**config.mk**
```make
export PLATFORM = sky130hd
export DESIGN_NAME = gpio_masked_port
export DESIGN_NICKNAME = d
export VERILOG_FILES = /design/src/rtl/gpio_mport_pkg.sv /design/src/rtl/gpio_addr_decode.sv /design/src/rtl/gpio_in_sync.sv /design/src/rtl/gpio_out_regs.sv /design/src/rtl/gpio_masked_port.sv
export SDC_FILE = /design/constraint.sdc
export NUM_CORES = 1
export LEC_CHECK = 0
export BUFFER_PORTS_ARGS = -buffer_cell sky130_fd_sc_hd__buf_2
export CAP_MARGIN = 0
export CORE_UTILIZATION = 44
export DETAILED_ROUTE_END_ITERATION = 12
export GPL_ROUTABILITY_DRIVEN = 0
export PLACE_DENSITY = 0.75
export RECOVER_POWER = 25
export SLEW_MARGIN = 30
export SYNTH_ARGS = -nofsm -noshare
export SYNTH_HDL_FRONTEND = slang
export SYNTH_HIERARCHICAL = 1
export SYNTH_SLANG_ARGS = --single-unit
```
**constraint.sdc**
```tcl
create_clock -name clk -period 2.3 [get_ports clk]
set_input_delay 0.345 -clock clk [delete_from_list [all_inputs] [get_ports clk]]
set_output_delay 0.345 -clock clk [all_outputs]
set_load 0.005 [all_outputs]
```
**src/rtl/gpio_mport_pkg.sv**
```systemverilog
package gpio_mport_pkg;

  // Which register a bus address selects
  typedef enum logic [1:0] {
    RGN_NONE = 2'd0,
    RGN_DATA = 2'd1,
    RGN_DIR  = 2'd2
  } region_e;

endpackage

```
**src/rtl/gpio_addr_decode.sv**
```systemverilog
module gpio_addr_decode
  import gpio_mport_pkg::*;
#(
  parameter int unsigned NPIN    = 8,
  parameter int unsigned ADDR_W  = 12,
  parameter logic [11:0] DIR_OFF = 12'h400
) (
  input  logic [ADDR_W-1:0] addr,
  output region_e           region,
  output logic [NPIN-1:0]   sel_mask
);
  localparam int unsigned MASK_LO = 2;
  localparam int unsigned MASK_HI = NPIN + 1;
  localparam int unsigned WORD_W  = ADDR_W - 2;
  localparam logic [WORD_W-1:0] DIR_WORD = WORD_W'(DIR_OFF >> 2);

  logic in_window;
  logic is_dir;

  // The data window is every address whose bits above the mask field are zero
  assign in_window = (addr[ADDR_W-1:MASK_HI+1] == '0);
  assign is_dir    = (addr[ADDR_W-1:2] == DIR_WORD);
  assign sel_mask  = addr[MASK_HI:MASK_LO];

  always_comb begin
    if (in_window)   region = RGN_DATA;
    else if (is_dir) region = RGN_DIR;
    else             region = RGN_NONE;
  end
endmodule

```
**src/rtl/gpio_in_sync.sv**
```systemverilog
module gpio_in_sync #(
  parameter int unsigned NPIN   = 8,
  parameter int unsigned STAGES = 2
) (
  input  logic            clk,
  input  logic            rst,
  input  logic [NPIN-1:0] async_in,
  output logic [NPIN-1:0] sync_out
);
  for (genvar p = 0; p < NPIN; p++) begin : g_pin
    logic [STAGES-1:0] chain;
    always_ff @(posedge clk) begin
      if (rst) chain <= '0;
      else     chain <= {chain[STAGES-2:0], async_in[p]};
    end
    assign sync_out[p] = chain[STAGES-1];
  end
endmodule

```
**src/rtl/gpio_out_regs.sv**
```systemverilog
module gpio_out_regs #(
  parameter int unsigned NPIN = 8
) (
  input  logic            clk,
  input  logic            rst,
  input  logic            wr_dir,
  input  logic            wr_data,
  input  logic [NPIN-1:0] wdata,
  input  logic [NPIN-1:0] wmask,
  output logic [NPIN-1:0] dir_q,
  output logic [NPIN-1:0] dout_q
);
  for (genvar p = 0; p < NPIN; p++) begin : g_bit
    always_ff @(posedge clk) begin
      if (rst) begin
        dir_q[p]  <= 1'b0;
        dout_q[p] <= 1'b0;
      end else begin
        if (wr_dir) dir_q[p] <= wdata[p];
        // A bit is updated only when selected and currently an output
        if (wr_data && wmask[p] && dir_q[p]) dout_q[p] <= wdata[p];
      end
    end
  end
endmodule

```
**src/rtl/gpio_masked_port.sv**
```systemverilog
module gpio_masked_port
  import gpio_mport_pkg::*;
#(
  parameter int unsigned NPIN       = 8,
  parameter int unsigned ADDR_W     = 12,
  parameter logic [11:0] DIR_OFF    = 12'h400,
  parameter int unsigned SYNC_STAGE = 2
) (
  input  logic              clk,
  input  logic              rst,
  input  logic              psel,
  input  logic              penable,
  input  logic              pwrite,
  input  logic [ADDR_W-1:0] paddr,
  input  logic [NPIN-1:0]   pwdata,
  output logic [NPIN-1:0]   prdata,
  input  logic [NPIN-1:0]   pin_in,
  output logic [NPIN-1:0]   pin_out,
  output logic [NPIN-1:0]   pin_oe,
  output logic [NPIN-1:0]   pin_sync
);
  region_e         region;
  logic [NPIN-1:0] sel_mask;
  logic [NPIN-1:0] dir_q;
  logic [NPIN-1:0] dout_q;
  logic [NPIN-1:0] synced;
  logic            acc_wr;
  logic            setup_rd;
  logic [NPIN-1:0] rd_value;

  gpio_addr_decode #(.NPIN(NPIN), .ADDR_W(ADDR_W), .DIR_OFF(DIR_OFF)) u_dec (
    .addr     (paddr),
    .region   (region),
    .sel_mask (sel_mask)
  );

  gpio_in_sync #(.NPIN(NPIN), .STAGES(SYNC_STAGE)) u_sync (
    .clk      (clk),
    .rst      (rst),
    .async_in (pin_in),
    .sync_out (synced)
  );

  assign acc_wr   = psel && penable && pwrite;
  assign setup_rd = psel && !penable && !pwrite;

  gpio_out_regs #(.NPIN(NPIN)) u_regs (
    .clk     (clk),
    .rst     (rst),
    .wr_dir  (acc_wr && (region == RGN_DIR)),
    .wr_data (acc_wr && (region == RGN_DATA)),
    .wdata   (pwdata),
    .wmask   (sel_mask),
    .dir_q   (dir_q),
    .dout_q  (dout_q)
  );

  // Read mux: output pins report the driven value, inputs the synchronized pad
  always_comb begin
    unique case (region)
      RGN_DATA: rd_value = sel_mask & ((dir_q & dout_q) | (~dir_q & synced));
      RGN_DIR:  rd_value = dir_q;
      default:  rd_value = '0;
    endcase
  end

  // Captured in setup so that it is valid for the whole access phase
  always_ff @(posedge clk) begin
    if (rst)           prdata <= '0;
    else if (setup_rd) prdata <= rd_value;
    else               prdata <= '0;
  end

  assign pin_out  = dout_q;
  assign pin_oe   = dir_q;
  assign pin_sync = synced;
endmodule

```
==> summary.md, run 1 <==
| Metric | Value |
|---|---|
| Rows | `22` |
| First-pass GRT wire length | `5.499 mm` |
| CP Launch Type | `input port` |
| Post-synth net total | `203` |
| Run status | `completed` |
| Worst skew pair latency | `0.29 ns` |
| Synthesized cell area | `1770 sq um` |
| Die height | `65.43 um` |
| CP arrival | `2.37 ns` |
| VDD IR max | `0.3447 mV` |
| Clk slew on worst S/H paths | `0.07 ns` |
| LEAKAGE | `0.0009931 uW` |
| Critical Path, Cell by Cell | `buf_2 -> or4_1 -> nor4_2 -> ha_1 -> or4_4 -> nor2_1` |
| Detail Route Antenna Nets | `0` |
| Synth Area in Adders | `2.120%` |
| Drt first pass iters | `4` |
| Total global routing overflow | `0` |
| Syn Inst Count | `167` |
| Die area | `4281 sq um` |
| CTS tree | `done` |
| Hold_buf cts | `0` |
| Post-synthesis mux area share | `13.50%` |
| Area of the multi-input gates | `769.5 sq um` |
| Compound-gate portion of the synthesized area | `4.240%` |
| Seq cells post-synth | `40` |
| Type of the worst setup path | `in2reg` |
| FF/Latch Area | `800.8 sq um` |
| Worst setup margin | `0.1530 ns` |
| Total track usage | `17.13%` |
| WL per Instance | `12.65 um` |
| Crit path max fanout | `8` |
| H-tree depth | `2` |
| Core box area | `3771 sq um` |
| Peak Freq | `465.8 MHz` |
| Synth unique cells | `27` |
| RSZ-0062 raised after global routing | `no` |
| NumNets Final | `258` |
| Setup TNS | `0 ns` |
| CTS Root Cell | `clkbuf_8` |
| Ratio of cells with drive above 1 in the final layout | `45.05%` |
| Max Cap Viol | `0` |
| Diode count | `0` |
| Initial antenna violation count | `0` |
| Least-Margin Pin Slew | `0.8734 ns` |
| Worst reg2reg setup slack | `1.16 ns` |
| Relative slew margins | `41.77%` |
| Initial Util | `46.95%` |
| Largest family of logic cells by synthesized area | `simple AND/OR/NAND/NOR gates` |
| Die X | `65.43 um` |
| DRC | `0` |
| FILL cells | `346` |
| CTS Buffer Depth | `2` |
| DP HPWL | `2.537 mm` |
| Worst path required time | `2.53 ns` |
| Vias | `1268` |
| Clock Skew | `0.006970 ns` |
| PostCTS Resize Cnt | `0` |
| TritonCTS buffer count | `5` |
| Hold Crit Class | `in2reg` |
| Vias per cell | `4.696` |
| Vias in the first global route | `1191` |
| I/O Pins | `65` |
| Sequential area share after synthesis | `45.23%` |
| Post-Synth XOR/XNOR Area | `0%` |
| Simple-gate share of the synthesized area | `23.60%` |
| Area grow syn2layout | `19.51%` |
| Mean Syn Cell Area | `10.60 sq um` |
| Min Tclk post-route | `2.147 ns` |
| CTS sink count | `40` |
| Setup Fix Bufs, Post-CTS | `0` |
| Total Wirelength | `3.415 mm` |
| Place WS | `-0.1644 ns` |
| Crit path largest cell delay | `0.60 ns` |
| Power, Total | `1232 uW` |
| PwrDens | `582.3 nW/um^2` |
| Pin count of the biggest net entering global routing | `22` |
| YS warnings | `6` |
| Slew Viols, Final | `0` |
| Final Hold Fails | `0` |
| Iter 0 DRT Violations | `59` |
| Port bufs | `62` |
| CP max stage cell | `or4_4` |
| Final Cycle Share | `93.35%` |
| Setup violations, final | `0` |
| Worst setup EP type | `flop` |
[final timing paths]
kind                                         endpoint                                start  depth (start not counted)
setup / recovery                 prdata[5]$_SDFF_PP0_                             paddr[7]                          6
hold / removal    u_sync/g_pin[5].chain[0]$_SDFF_PP0_                            pin_in[5]                          2
setup reg to reg                 prdata[1]$_SDFF_PP0_         u_regs/dir_q[1]$_SDFFE_PP0P_                          3
hold reg to reg   u_sync/g_pin[1].chain[1]$_SDFF_PP0_  u_sync/g_pin[1].chain[0]$_SDFF_PP0_                          1
[state kept, by name, summed over array words and instances, names as in the netlist]
name	count
u_sync/g_pin.chain	16
prdata	8
u_regs/dir_q	8
u_regs/dout_q	8
[layer usage]
metal	share of wire (%)	global-route usage (%)	routed length, um	up-vias
met5	0	0	0	-
met4	0	3.261	0	0
met3	5.5	5.729	189	0
met2	48	27.06	1625	39
met1	47	22.74	1600	574
li1	-	-	-	655
[cell type report]
class	instances	share of cell area, %
repair buffers	73	18.92
flip-flops and latches	40	37.85
multi-input cells	100	36.37
well taps	48	2.839
clock buffers	6	3.430
inverters	2	0.3548
clock inverters	1	0.2365
[power by group]
part	internal, uW	switching (uW)
sequential	705	4.12
clock	206	222
combinational	52.9	41.3
total	964	268
[cells in the final DEF, fill, tap and decap left out, types with 2 or more instances in the layout]
cell type,count
buf_2,61
dfxtp_1,40
nand2b_1,16
nor2_1,16
mux2i_1,16
buf_4,9
nand3_1,8
a32oi_1,7
nor2b_2,7
and2b_2,6
clkbuf_8,5
mux2_2,4
mux2_1,3
ha_1,3
clkbuf_1,3
nor2b_1,3
inv_1,2
and4_2,2
[critical path, delay by kind of cell]
family	cells	cell delay (ns)
buffers and inverters	1	0.10
adder cells (fa/ha/maj)	1	0.30
AND/OR/NAND/NOR	4	1.62
[synth_stat cells]
| cell type | instances | area (sq um) |
|---|---|---|
| a21oi_2 | 1 | 8.760 |
| a32oi_1 | 7 | 61.31 |
| and2b_2 | 6 | 52.55 |
| and3_1 | 1 | 6.260 |
| and4_2 | 2 | 20.02 |
| buf_2 | 1 | 5.000 |
| buf_4 | 18 | 135.1 |
| buf_6 | 4 | 45.04 |
| clkbuf_1 | 2 | 7.510 |
| dfxtp_1 | 40 | 800.8 |
| ha_1 | 3 | 37.54 |
| inv_1 | 2 | 7.510 |
| mux2_1 | 3 | 33.78 |
| mux2_2 | 4 | 45.04 |
| mux2i_1 | 16 | 160.2 |
| nand2b_1 | 16 | 100.1 |
| nand2b_2 | 1 | 8.760 |
| nand3_1 | 8 | 40.04 |
| nand4b_1 | 1 | 8.760 |
| nor2_1 | 16 | 60.06 |
| nor2b_1 | 3 | 18.77 |
| nor2b_2 | 7 | 61.31 |
| nor4_2 | 1 | 12.51 |
| o21ai_1 | 1 | 5.000 |
| or4_1 | 1 | 7.510 |
| or4_4 | 1 | 11.26 |
| or4b_1 | 1 | 10.01 |
[kinds of logic (layout without fill, tap and decap cells)]
| family | Yosys count | in the layout |
|---|---|---|
| buf+inv | 27 | 82 |
| mux | 23 | 23 |
| fa+ha+maj | 3 | 3 |
| flops | 40 | 40 |
| simple gates | 65 | 65 |
| compound gates | 9 | 9 |
[through the flow]
stage	utilization, %	cell area [sq um]	hold slack (ns)	std cells
5_1_grt	56.10	2116	0.2547	270
3_3_place_gp	54.18	2043	0.4197	263
6_report	56.10	2116	0.2667	270
3_5_place_dp	54.18	2043	0.4240	263
4_1_cts	56.24	2121	0.2645	270
2_1_floorplan	-	1772	0.4148	167
Note: power is estimated with default switching activity, not from simulation.
==> run 2, diff against run 1 <==
--- a/config.mk
+++ b/config.mk
@@ -5,6 +5,7 @@
 export SDC_FILE = /design/constraint.sdc
 export NUM_CORES = 1
 export LEC_CHECK = 0
+export ABC_AREA = 1
 export BUFFER_PORTS_ARGS = -buffer_cell sky130_fd_sc_hd__buf_2
 export CAP_MARGIN = 0
 export CORE_UTILIZATION = 44
==> summary.md, run 2 <==
| Metric | Value |
|---|---|
| Least-Margin Pin Slew | `0.8184 ns (was 0.8734 ns)` |
| Setup violations, final | `0 (unchanged)` |
| I/O Pins | `65 (unchanged)` |
| Hold_buf cts | `0 (unchanged)` |
| Worst skew pair latency | `0.28 ns (was 0.29 ns)` |
| Power, Total | `1225 uW (was 1232 uW)` |
| Slew Viols, Final | `0 (unchanged)` |
| Worst setup EP type | `flop (unchanged)` |
| Peak Freq | `614.6 MHz (was 465.8 MHz)` |
| Min Tclk post-route | `1.627 ns (was 2.147 ns)` |
| Synth top cells by count | `inv_1, nor2_1, nand2_1 (was dfxtp_1, buf_4, mux2i_1, nand2b_1, nor2_1)` |
| Worst setup margin | `0.6729 ns (was 0.1530 ns)` |
| Post-synth net total | `309 (was 203)` |
| Ratio of cells with drive above 1 in the final layout | `23.91% (was 45.05%)` |
| Clk slew on worst S/H paths | `0.07 ns (about the same)` |
| Max reg flops | `16 (unchanged)` |
| CP max stage cell | `nor2_1 (was or4_4)` |
| WL per Instance | `10.07 um (was 12.65 um)` |
| Vias in the first global route | `1427 (was 1191)` |
| Port bufs | `62 (unchanged)` |
| Sequential area share after synthesis | `43.01% (was 45.23%)` |
| PwrDens | `570.2 nW/um^2 (was 582.3 nW/um^2)` |
| LEAKAGE | `0.001175 uW (was 0.0009931 uW)` |
| Top cells by area, synth | `dfxtp_1, inv_1, nor2_1, nand2_1, buf_4 (was dfxtp_1, mux2i_1, buf_4, nand2b_1, a32oi_1)` |
| Total global routing overflow | `0 (unchanged)` |
| CTS Root Cell | `clkbuf_8 (unchanged)` |
| Pin count of the biggest net entering global routing | `19 (was 22)` |
| Cell family with most CP delay | `simple AND/OR/NAND/NOR gates (unchanged)` |
| Drt first pass iters | `5 (was 4)` |
| Die area | `4496 sq um (was 4281 sq um)` |
| Crit path buffers/inverters | `4 (was 1)` |
| Clock Skew | `0.005381 ns (was 0.006970 ns)` |
| Setup TNS | `0 ns (unchanged)` |
| Core box area | `4029 sq um (was 3771 sq um)` |
| Critical Path, Cell by Cell | `buf_2 -> inv_1 -> nor2_1 -> nand3_1 -> nor2_1 -> inv_1 -> ha_1 -> inv_1 -> nor2_1 -> nand3_1 -> nand2_1 -> nand2_1 -> nor2_1 (was buf_2 -> or4_1 -> nor4_2 -> ha_1 -> or4_4 -> nor2_1)` |
| CTS sink count | `40 (unchanged)` |
| Run status | `completed (unchanged)` |
| Vias | `1616 (was 1268)` |
| CTS Buffer Depth | `2 (unchanged)` |
| Cell taking the most area after synthesis | `dfxtp_1 (unchanged)` |
| YS warnings | `6 (unchanged)` |
| Top-count cell post-synth | `inv_1 (was dfxtp_1)` |
| Total track usage | `18.17% (was 17.13%)` |
| Diode count | `0 (unchanged)` |
| CP arrival | `1.85 ns (was 2.37 ns)` |
| CP most frequent cell | `nor2_1` |
| Crit path max fanout | `8 (unchanged)` |
| Final Cycle Share | `70.74% (was 93.35%)` |
| Syn Inst Count | `273 (was 167)` |
| NumNets Final | `358 (was 258)` |
| Crit path largest cell delay | `0.48 ns (was 0.60 ns)` |
| Initial Util | `46.21% (was 46.95%)` |
| First-pass GRT wire length | `5.975 mm (was 5.499 mm)` |
| Worst path required time | `2.52 ns (was 2.53 ns)` |
| Seq cells post-synth | `40 (unchanged)` |
| Detail Route Antenna Nets | `0 (unchanged)` |
| Post-synth ARST share | `0% (unchanged)` |
| Rows | `23 (was 22)` |
| RSZ-0062 raised after global routing | `no (unchanged)` |
| Die height | `67.05 um (was 65.43 um)` |
| Type of the worst setup path | `in2reg (unchanged)` |
| Synthesized cell area | `1862 sq um (was 1770 sq um)` |
| VDD IR max | `0.3501 mV (was 0.3447 mV)` |
| Area grow syn2layout | `15.39% (was 19.51%)` |
| Mean Syn Cell Area | `6.820 sq um (was 10.60 sq um)` |
| Relative slew margins | `45.44% (was 41.77%)` |
| Hold Crit Class | `in2reg (unchanged)` |
| Most common cell after layout, fill and taps aside | `inv_1 (was buf_2)` |
| Final Hold Fails | `0 (unchanged)` |
| Ys flop type | `dfxtp_1 (unchanged)` |
| Vias per cell | `4.344 (was 4.696)` |
| Synth unique cells | `15 (was 27)` |
| Setup Fix Bufs, Post-CTS | `0 (unchanged)` |
| TritonCTS buffer count | `5 (unchanged)` |
| DP HPWL | `2.712 mm (was 2.537 mm)` |
| Top reg by flops | `u_sync/g_pin.chain (unchanged)` |
| Total Wirelength | `3.747 mm (was 3.415 mm)` |
| DRC | `0 (unchanged)` |
| Post-synth EDFFs | `0 (unchanged)` |
| H-tree depth | `2 (unchanged)` |
| Die X | `67.05 um (was 65.43 um)` |
| Share of the synthesized area in the top cell type | `43.01% (was 45.23%)` |
| CTS tree | `done (unchanged)` |
| Max Cap Viol | `0 (unchanged)` |
| CP Launch Type | `input port (unchanged)` |
| PostCTS Resize Cnt | `0 (unchanged)` |
| Initial antenna violation count | `0 (unchanged)` |
| Most frequent cells in the layout | `inv_1, buf_2, nor2_1 (was buf_2, dfxtp_1, nand2b_1, nor2_1, mux2i_1)` |
| Place WS | `0.3527 ns (was -0.1644 ns)` |
| Iter 0 DRT Violations | `91 (was 59)` |
[run 2: power breakdown]
group | internal, uW | switching, uW | total (uW)
registers | 705 | 5.19 | 710
clock network | 206 | 226 | 432
logic | 35.9 | 46.7 | 82.7
total | 947 | 278 | 1220
[run 2: path summary, 6_finish.rpt]
| check | from | slack (ns) | to | depth (start not counted) |
|---|---|---|---|---|
| setup reg to reg | u_regs/dir_q[5]$_SDFFE_PP0P_ | 1.47 | u_regs/dout_q[5]$_SDFFE_PP0P_ | 4 |
| setup / recovery | paddr[10] | 0.67 | u_regs/dout_q[2]$_SDFFE_PP0P_ | 13 |
| hold reg to reg | u_sync/g_pin[1].chain[0]$_SDFF_PP0_ | 0.40 | u_sync/g_pin[1].chain[1]$_SDFF_PP0_ | 2 |
| hold / removal | pin_in[2] | 0.26 | u_sync/g_pin[2].chain[0]$_SDFF_PP0_ | 3 |
[run 2: worst reg2reg max path: stages, from the launching register on]
cell	delay (ns)
dfxtp_1	0.42
nand3_1	0.12
nand2_1	0.10
nand2_1	0.05
nor2_1	0.09
[run 2: layer usage]
metal,GRT usage (%),wire length [um]
met4,10.37,55
met5,0,0
met3,5.651,288
met1,21.61,1732
met2,28.50,1670
[run 2: cells by family after synthesis]
logic type | share of synthesized area [%]
and+or+nand+nor | 27.62
AOI/OAI and AO/OA | 4.301
adders and majority gates | 2.016
buffers and inverters | 23.05
DFF | 43.01
[run 2: final cells by class]
| type | instances | area (sq um) |
|---|---|---|
| clock buffers | 6 | 72.57 |
| clock inverters | 1 | 5.005 |
| fillers | 417 | 1881 |
| inverters | 65 | 244.0 |
| multi-input cells | 145 | 631.9 |
| flip-flops and latches | 40 | 800.8 |
| well taps | 50 | 62.56 |
| repair buffers | 65 | 331.6 |
[run 2: metrics by stage]
step / util, % / instances / hold WS [ns] / instance area (sq um)
global route: 53.32 / 372 / 0.2589 / 2148
CTS: 53.35 / 372 / 0.2517 / 2150
floorplan: - / 273 / 0.3883 / 1862
global placement: 51.43 / 365 / 0.3893 / 2072
finish: 53.32 / 372 / 0.2576 / 2148
detailed placement: 51.43 / 365 / 0.3923 / 2072
